==> src/rtl/cdt_pkg.sv <==
package cdt_pkg;

  // divide code is {bit3, bit1, bit0} of the divide register
  localparam int DIV_CODE_W = 3;
  // entry flag positions
  localparam int MASK_POS     = 16;
  localparam int PERIODIC_POS = 17;

  typedef enum logic [1:0] {
    SEL_ENTRY = 2'd0,
    SEL_START = 2'd1,
    SEL_CURR  = 2'd2,
    SEL_DIV   = 2'd3
  } reg_sel_e;

  // exponent wraps modulo 8, so code 7 gives divide by one
  function automatic logic [DIV_CODE_W-1:0] code_to_exp(input logic [DIV_CODE_W-1:0] code);
    return code + DIV_CODE_W'(1);
  endfunction

endpackage

==> src/rtl/cdt_regfile.sv <==
module cdt_regfile
  import cdt_pkg::*;
#(
  parameter int CNT_W = 32,
  parameter int VEC_W = 8
) (
  input  logic                  clk,
  input  logic                  rst,
  input  logic                  wr_en,
  input  logic [1:0]            wr_addr,
  input  logic [CNT_W-1:0]      wr_data,
  output logic [VEC_W-1:0]      vec_q,
  output logic                  mask_q,
  output logic                  periodic_q,
  output logic [CNT_W-1:0]      start_q,
  output logic [DIV_CODE_W-1:0] div_code_q,
  output logic [DIV_CODE_W-1:0] exp_val,
  output logic                  load,
  output logic [CNT_W-1:0]      load_val
);

  always_comb begin
    load     = wr_en && (wr_addr == SEL_START);
    load_val = wr_data;
    exp_val  = code_to_exp(div_code_q);
  end

  always_ff @(posedge clk) begin
    if (rst) begin
      vec_q      <= '0;
      mask_q     <= 1'b1;
      periodic_q <= 1'b0;
      start_q    <= '0;
      div_code_q <= '0;
    end else if (wr_en) begin
      case (reg_sel_e'(wr_addr))
        SEL_ENTRY: begin
          vec_q      <= wr_data[VEC_W-1:0];
          mask_q     <= wr_data[MASK_POS];
          periodic_q <= wr_data[PERIODIC_POS];
        end
        SEL_START: start_q <= wr_data;
        SEL_DIV:   div_code_q <= {wr_data[3], wr_data[1:0]};
        default:   ;
      endcase
    end
  end

endmodule

==> src/rtl/cdt_prescaler.sv <==
module cdt_prescaler #(
  parameter int EXP_W = 3
) (
  input  logic             clk,
  input  logic             rst,
  input  logic             restart,
  input  logic [EXP_W-1:0] exp_val,
  output logic             tick
);

  localparam int PW = (1 << EXP_W) - 1;

  logic [PW-1:0] pcnt;
  logic [PW-1:0] sel_mask;

  // a step happens when every selected low bit of the free counter is one
  always_comb begin
    for (int i = 0; i < PW; i++) begin
      sel_mask[i] = (i < int'(exp_val));
    end
    tick = &(pcnt | ~sel_mask);
  end

  always_ff @(posedge clk) begin
    if (rst || restart) begin
      pcnt <= '0;
    end else begin
      pcnt <= pcnt + PW'(1);
    end
  end

endmodule

==> src/rtl/cdt_counter.sv <==
module cdt_counter #(
  parameter int CNT_W = 32
) (
  input  logic             clk,
  input  logic             rst,
  input  logic             load,
  input  logic [CNT_W-1:0] load_val,
  input  logic [CNT_W-1:0] reload_val,
  input  logic             periodic,
  input  logic             tick,
  output logic [CNT_W-1:0] cur,
  output logic             armed,
  output logic             expire
);

  logic at_zero;
  logic at_one;

  always_comb begin
    at_zero = (cur == '0);
    at_one  = (cur == CNT_W'(1));
    expire  = armed && tick && !load && (periodic ? at_zero : at_one);
  end

  always_ff @(posedge clk) begin
    if (rst) begin
      cur   <= '0;
      armed <= 1'b0;
    end else if (load) begin
      cur   <= load_val;
      armed <= (load_val != '0);
    end else if (armed && tick) begin
      if (at_zero) begin
        if (periodic) begin
          cur <= reload_val;
        end else begin
          armed <= 1'b0;
        end
      end else begin
        cur <= cur - CNT_W'(1);
        if (at_one && !periodic) begin
          armed <= 1'b0;
        end
      end
    end
  end

endmodule

==> src/rtl/cpu_countdown_timer.sv <==
module cpu_countdown_timer
  import cdt_pkg::*;
#(
  parameter int CNT_W = 32,
  parameter int VEC_W = 8
) (
  input  logic             clk,
  input  logic             rst,
  input  logic             wr_en,
  input  logic [1:0]       wr_addr,
  input  logic [CNT_W-1:0] wr_data,
  input  logic             rd_en,
  input  logic [1:0]       rd_addr,
  output logic [CNT_W-1:0] rd_data,
  output logic             irq_valid,
  output logic [VEC_W-1:0] irq_vector
);

  logic [VEC_W-1:0]      vec_q;
  logic                  mask_q;
  logic                  periodic_q;
  logic [CNT_W-1:0]      start_q;
  logic [DIV_CODE_W-1:0] div_code_q;
  logic [DIV_CODE_W-1:0] exp_val;
  logic                  load;
  logic [CNT_W-1:0]      load_val;
  logic                  tick;
  logic [CNT_W-1:0]      cur;
  logic                  armed;
  logic                  expire;
  logic [CNT_W-1:0]      rd_mux;

  cdt_regfile #(.CNT_W(CNT_W), .VEC_W(VEC_W)) regs_i (
    .clk        (clk),
    .rst        (rst),
    .wr_en      (wr_en),
    .wr_addr    (wr_addr),
    .wr_data    (wr_data),
    .vec_q      (vec_q),
    .mask_q     (mask_q),
    .periodic_q (periodic_q),
    .start_q    (start_q),
    .div_code_q (div_code_q),
    .exp_val    (exp_val),
    .load       (load),
    .load_val   (load_val)
  );

  cdt_prescaler #(.EXP_W(DIV_CODE_W)) presc_i (
    .clk     (clk),
    .rst     (rst),
    .restart (load),
    .exp_val (exp_val),
    .tick    (tick)
  );

  cdt_counter #(.CNT_W(CNT_W)) cnt_i (
    .clk        (clk),
    .rst        (rst),
    .load       (load),
    .load_val   (load_val),
    .reload_val (start_q),
    .periodic   (periodic_q),
    .tick       (tick),
    .cur        (cur),
    .armed      (armed),
    .expire     (expire)
  );

  always_comb begin
    rd_mux = '0;
    case (reg_sel_e'(rd_addr))
      SEL_ENTRY: begin
        rd_mux[VEC_W-1:0]   = vec_q;
        rd_mux[MASK_POS]     = mask_q;
        rd_mux[PERIODIC_POS] = periodic_q;
      end
      SEL_START: rd_mux = start_q;
      SEL_CURR:  rd_mux = cur;
      SEL_DIV: begin
        rd_mux[3]   = div_code_q[2];
        rd_mux[1:0] = div_code_q[1:0];
      end
      default: rd_mux = '0;
    endcase
  end

  always_ff @(posedge clk) begin
    if (rst) begin
      rd_data    <= '0;
      irq_valid  <= 1'b0;
      irq_vector <= '0;
    end else begin
      if (rd_en) begin
        rd_data <= rd_mux;
      end
      irq_valid <= expire && !mask_q;
      if (expire) begin
        irq_vector <= vec_q;
      end
    end
  end

endmodule

==> config.mk <==
export PLATFORM = sky130hd
export DESIGN_NAME = cpu_countdown_timer
export DESIGN_NICKNAME = d
export VERILOG_FILES = /design/src/rtl/cdt_pkg.sv /design/src/rtl/cdt_regfile.sv /design/src/rtl/cdt_prescaler.sv /design/src/rtl/cdt_counter.sv /design/src/rtl/cpu_countdown_timer.sv
export SDC_FILE = /design/constraint.sdc
export NUM_CORES = 1
export LEC_CHECK = 0
export BUFFER_PORTS_ARGS = -buffer_cell sky130_fd_sc_hd__buf_2
export CAP_MARGIN = 20
export CORE_AREA = 3 3 119 121
export DETAILED_ROUTE_END_ITERATION = 10
export DIE_AREA = 0 0 122 124
export PLACE_DENSITY = 0.86
export SLEW_MARGIN = 25
export SYNTH_ARGS = -nofsm -noshare
export SYNTH_HDL_FRONTEND = slang
export SYNTH_HIERARCHICAL = 1
export SYNTH_SLANG_ARGS = --single-unit
export TNS_END_PERCENT = 1
==> constraint.sdc <==
create_clock -name clk -period 2.9 [get_ports clk]
set_clock_uncertainty 0.2 [all_clocks]
set_input_delay 0.725 -clock clk [delete_from_list [all_inputs] [get_ports clk]]
set_output_delay 0.725 -clock clk [all_outputs]
set_load 0.02 [all_outputs]
# ---- Word-level counts from Yosys, hierarchy flattened
# Index checks and enable logic that the tools add are counted.
dict set report classes {
  mux 17
  magnitude_cmp 7
  n_eq_ne 8
  bitwise_logic 2
  add_sub_neg 3
  reduce_logical 22
}
# operator n
set op_table {}
lappend op_table {{$mux 32} 4}
lappend op_table {{$eq 32x1->1 const B} 1}
lappend op_table {{$logic_not 32->1} 1}
lappend op_table {{$reduce_bool 32->1} 1}
lappend op_table {{$sub 32x1->32 const B} 1}
lappend op_table {{$pmux 14 s2} 1}
lappend op_table {{$pmux 8 s2} 1}
lappend op_table {{$pmux 4 s3} 1}
lappend op_table {{$lt 3x3->1 const A} 3}
lappend op_table {{$pmux 2 s4} 1}
lappend op_table {{$reduce_and 2->1} 4}
lappend op_table {{$add 7x1->7 const B} 1}
lappend op_table {{$not 7->7} 1}
lappend op_table {{$or 7x7->7} 1}
lappend op_table {{$reduce_and 7->1} 1}
lappend op_table {{$eq 2x2->1 const B} 3}
lappend op_table {{$logic_and 1x1->1} 6}
lappend op_table {{$lt 1x3->1 const A} 2}
lappend op_table {{$lt 2x3->1 const A} 2}
lappend op_table {{$mux 1} 6}
lappend op_table {{$ne 3x2->1 const B} 2}
lappend op_table {{$pmux 2 s3} 1}
lappend op_table {{$eq 2x1->1 const B} 2}
lappend op_table {{$logic_not 2->1} 2}
lappend op_table {{other kinds (8)} 10}
dict set report totals {
  wordCells 70
  regBits 126
  in_bits 40
}

# ---- Longest topological paths before layout
dict set report depth {
  word_depth 9
  mapped_depth 12
  depth_no_buf 11
}

# ---- Cells and area by module
# Netlist, hierarchy kept.
# module area_each_um2 instances cells_each
set modules_own_cells {}
lappend modules_own_cells {cdt_counter 2543.7 1 348}
lappend modules_own_cells {cdt_regfile 2210.9 1 219}
lappend modules_own_cells {cpu_countdown_timer 1899.3 1 211}
lappend modules_own_cells {cdt_prescaler 312.8 1 38}

# ---- Worst setup path after synthesis
# OpenSTA, ideal clock, no wires.
dict set report synth_timing {
  path_type {reg2reg}
  start {register cnt_i.cur[0]}
  end {register cnt_i.cur[21]}
  stages_incl_launch_ff 12
  n_path_buf 4
  path_slack_ps 49
  t_arrival_ps 2563
  setup_ps 88
  cell_sequence {dfxtp_1 > clkbuf_1 > inv_1 > ha_1 > clkbuf_1 > nor3b_1 > nand4_1 > or3_4 > buf_6 > buf_6 > a211o_1 > a311oi_2}
}
dict set report synth_between {
  elab_chain_len 4
  word_cells_on_any_way 7
}
# item line_no
set synth_lines {}
lappend synth_lines {{start, declared} cdt_counter.sv:11} ;# output logic [CNT_W-1:0] cur,
lappend synth_lines {{start signal, assigned} cdt_counter.sv:30} ;# cur <= load_val;
lappend synth_lines {{start signal, assigned} cdt_counter.sv:35} ;# cur <= reload_val;
lappend synth_lines {{start signal, assigned} cdt_counter.sv:40} ;# cur <= cur - CNT_W'(1);
lappend synth_lines {{$sub 32x1->32 or $logic_not 32->1 (tied branches)} {cdt_counter.sv:40, cdt_counter.sv:20}}
lappend synth_lines {{$mux 32} cdt_counter.sv:33} ;# if (at_zero) begin
lappend synth_lines {{$mux 32} cdt_counter.sv:32} ;# end else if (armed && tick) begin
lappend synth_lines {{$mux 32} cdt_counter.sv:29} ;# end else if (load) begin
# Parallel ways exist; a longest one is shown, timed or not. The select of a mux whose other input is x is not followed.
# A chain may end at the register's enable or synchronous reset.

# ---- Worst setup path after layout
dict set report layout_timing {
  start {register cnt_i.cur[28]}
  end {register irq_vector[7]}
}
dict set report layout_between {
  elab_chain_len 3
  word_cells_on_any_way 4
}
# item line_no
set layout_lines {}
lappend layout_lines {{$eq 32x1->1 or $logic_not 32->1 (tied branches)} {cdt_counter.sv:21, cdt_counter.sv:20}}
lappend layout_lines {{$mux 1 (*)} cdt_counter.sv:22} ;# expire = armed && tick && !load && (periodic ? at_zero : at_one);
lappend layout_lines {{$logic_and 1x1->1 (*)} cdt_counter.sv:22}
lappend layout_lines {{via expire} cpu_countdown_timer.sv:30} ;# logic expire;
lappend layout_lines {{end signal, assigned} cpu_countdown_timer.sv:99} ;# irq_vector <= vec_q;
lappend layout_lines {{end, declared} cpu_countdown_timer.sv:16} ;# output logic [VEC_W-1:0] irq_vector
# Mark *: on every way through the listed nets, which the timed path passes. The rest lies on a longest branch.

==> flow_metrics.py <==
metrics = {
    "setup_path": {
        "category_of_the_most_critical_setup_path": "register to register",
        "timing.reg2reg.worst_path_depth": 8,
        "worst_setup_ep_type": "register",
        "rrSetupSlack_ns": 0.06,
        "regToRegStartpoint": "cnt_i/cur[28]",
        "worst_ep_arrival_time_ns": 2.93,
        "cp.required_ns": 2.99,
        "regToRegEndpoint": "irq_vector[7]",
        "worstPathMaxFanout": 4,
        "sort_of_element_at_the_start_of_the_critical_path": "register",
    },
    "min_path": {
        "worst_hold_path.endpoint": "rd_data[6]",
        "hp-start": "rd_data[6]",
        "worst_hold_path.num_cells": 2,
        "hold_class": "register to register",
    },
    "placed_design": {
        "dp.cells": 1025,
        "detailed_place_hpwl_mm": 13.1,
        "place.port_buffers": 80,
        "dp_slack_ns": 0.107,
        "post_dp_cell_area_um2": 7410,
        "gpl.final_weighted_congestion": 0.944,
    },
    "sta": {
        "rsz0062_at_grt": "yes",
        "tightestPinTransition_ns": 0.726,
        "setup_violations_final": 0,
        "fmax_mhz": 352,
        "finalHoldViolations": 0,
        "period_minus_slack_ns": 2.84,
        "timing.final.max_slew_violations": 0,
        "period_share_pct": 97.9,
        "setup_ws_ns": 0.0621,
        "slew_headroom_pct": 51.6,
    },
    "detailed_routing": {
        "drtPass1Iterations": 6,
        "post_dr_wirelength_cell_um": 18.1,
        "drtAntennaViolNets": 0,
        "drt-vias-per-instance": 5.99,
        "drc_errors": 0,
        "drt-total-wl_mm": 19.1,
        "drtIter0Drc": 673,
        "vias": 6341,
    },
    "clocking": {
        "clk_pin_slew_worst_paths_ns": 0.06,
        "cts_buffer_count": 17,
        "cts_hold_buffers": 0,
        "clock_sinks": 126,
        "ctsHtreeMaxLevel": 4,
        "post_cts.resized_instances": 0,
        "tritoncts_clock_tree": "built",
        "ctsRootBufferMaster": "clkbuf_16",
        "clock_path_buffers": 2,
        "insertion_delay_ns": 0.43,
        "post-cts-setup-buffers": 0,
    },
    "synthesis": {
        "asyncSetResetFlopFracSynth_pct": 0,
        "ys_ff_latch": 126,
        "synth_seq_area_share_pct": 36.2,
        "post_synthesis_instance_total": 816,
        "synth_top_cells_by_area": "dfxtp_1 (36%), mux2i_1 (7.9%), nand2b_1 (6.9%)",
        "yosysUniqueCellTypes": 65,
        "synth_nets": 865,
        "most_numerous_cell_in_the_yosys_netlist": "dfxtp_1",
        "syn-mean-instance-area_um2": 8.54,
        "ys.flop_type": "dfxtp_1",
        "post_synth_most_frequent_cells": "dfxtp_1 (126), nor2_1 (80), nand2b_1 (77)",
        "synth-edff-count": 0,
        "synthDominantAreaCellType": "dfxtp_1",
        "synth_area_um2": 6970,
        "synth.yosys.warnings": 6,
        "synth_top_area_share_pct": 36.2,
    },
    "die": {
        "pin_count": 81,
        "core_um2": 13200,
        "chipHeight_um": 124,
        "dieArea_um2": 15100,
        "count_of_standard_cell_rows": 42,
        "die_x_um": 122,
        "starting_density_of_the_core_pct": 52.8,
    },
    "global_routing": {
        "global_route.usage.met1_pct": 31.9,
        "grt_max_degree": 54,
        "antenna_found_initial": 0,
        "grt_first_pass_wirelength_mm": 30.2,
        "globalRoute.busiestLayer": "met2",
        "number_of_global_route_vias_before_repair": 6040,
        "global_route_overflow": 0,
        "grt_use_met3_pct": 5.99,
        "globalRouteTotalUtil_pct": 25.4,
        "grtUsageMet2_pct": 41.4,
    },
    "final_layout": {
        "count_of_non_filler_cells_in_the_finished_layout": 1058,
        "final_nets": 918,
        "design_area_um2": 8090,
        "antennaDiodeCount": 0,
        "area_growth_syn_to_layout_pct": 16.1,
        "num-fill-cells": 1127,
        "post_route_cells_drive_above_1_share_pct": 20.0,
    },
    "power_and_ir_drop": {
        "power_leakage_nw": 3.27,
        "power_density_nw_per_um2": 628,
        "ir_worst_vdd_mv": 0.487,
    },
    "flow_run": {
        "max_cap_viol_count": 0,
    },
    "status": {
        "status": "finished clean",
    },
}
-- stage by stage --
step | total power, W | util, % | hold WS [ns] | setup TNS [ns]
5_1_grt | 0.00527 | 61.3 | 0.291 | -0.0896
4_1_cts | 0.00508 | 61.0 | 0.277 | 0
3_3_place_gp | 0.00276 | 56.2 | 0.262 | 0
6_report | 0.00508 | 61.3 | 0.276 | 0
2_1_floorplan | 0.00254 | - | 0.222 | 0
3_5_place_dp | 0.00277 | 56.2 | 0.268 | 0
-- power breakdown --
group	internal (W)	switching [W]	leakage [nW]
Clock	0.00152	0.000786	0.300
Combinational	0.000377	0.000540	1.95
Sequential	0.00180	0.0000668	1.02
-- routing by layer --
layer | up-vias | wire (um)
li1 | 2987 | -
met1 | 3028 | 8040
met2 | 283 | 9180
met3 | 43 | 1360
met4 | 0 | 523
met5 | - | 0
-- registers in the layout (all words and copies together) (netlist names), 3 cells and up --
| signal | count |
|---|---|
| cnt_i/cur | 32 |
| regs_i/start_q | 32 |
| regs_i/div_code_q | 3 |
| irq_vector | 8 |
| rd_data | 32 |
| presc_i/pcnt | 7 |
| regs_i/vec_q | 8 |
-- layout by cell type, fill, tap and decap left out, drive strengths merged, types with 22 or more instances in the layout --
cell type,synthesis,routed
a21oi,39,39
nor3,22,22
dfxtp,126,126
nor2,80,80
nand2b,77,77
a22o,25,25
nand2,47,47
nor4,23,23
buf,53,129
mux2i,55,55
-- cell families (layout without fill, tap and decap cells) --
kind of cell | count (synthesis) | count (layout) | synth area share, %
AOI/OAI and AO/OA | 166 | 166 | 17.6
xor gates and xnor gates | 21 | 21 | 2.64
adders and majority gates | 9 | 9 | 1.62
buffers and inverters | 116 | 182 | 9.09
DFF | 126 | 126 | 36.2
muxes | 56 | 56 | 8.06
and+or+nand+nor | 322 | 322 | 24.8
-- worst max-delay path: stages (launching register included) --
cell	delay, ns
dfxtp_1	0.30
or4_1	0.59
nor4_4	0.19
nand2_1	0.15
or4_1	0.56
nor3_4	0.23
buf_2	0.23
mux2i_1	0.20
nor2_1	0.05
-- worst max-delay path by stage --
stage	from	endpoint	slack (ns)	cells after the start
global route	regs_i/div_code_q[0]	irq_vector[4]	-0.03	11
finish	cnt_i/cur[28]	irq_vector[7]	0.06	8
floorplan	cnt_i/cur[0]	cnt_i/cur[21]	0.05	11
CTS	cnt_i/cur[28]	irq_vector[4]	0.06	8
detailed placement	cnt_i/cur[28]	irq_vector[2]	0.11	8
global placement	regs_i/div_code_q[0]	cnt_i/cur[22]	0.19	11
-- layout make-up --
| type | count | area, um2 | share of cell area, % |
|---|---|---|---|
| tap | 176 | 220 | 2.72 |
| clock buffer | 20 | 437 | 5.40 |
| inverter | 21 | 78.8 | 0.975 |
| multi-input combinational | 574 | 3860 | 47.7 |
| sequential | 126 | 2520 | 31.2 |
| clock inverter | 12 | 193 | 2.38 |
| timing repair buffer | 129 | 781 | 9.65 |
Power figures use the tool's default switching activity.
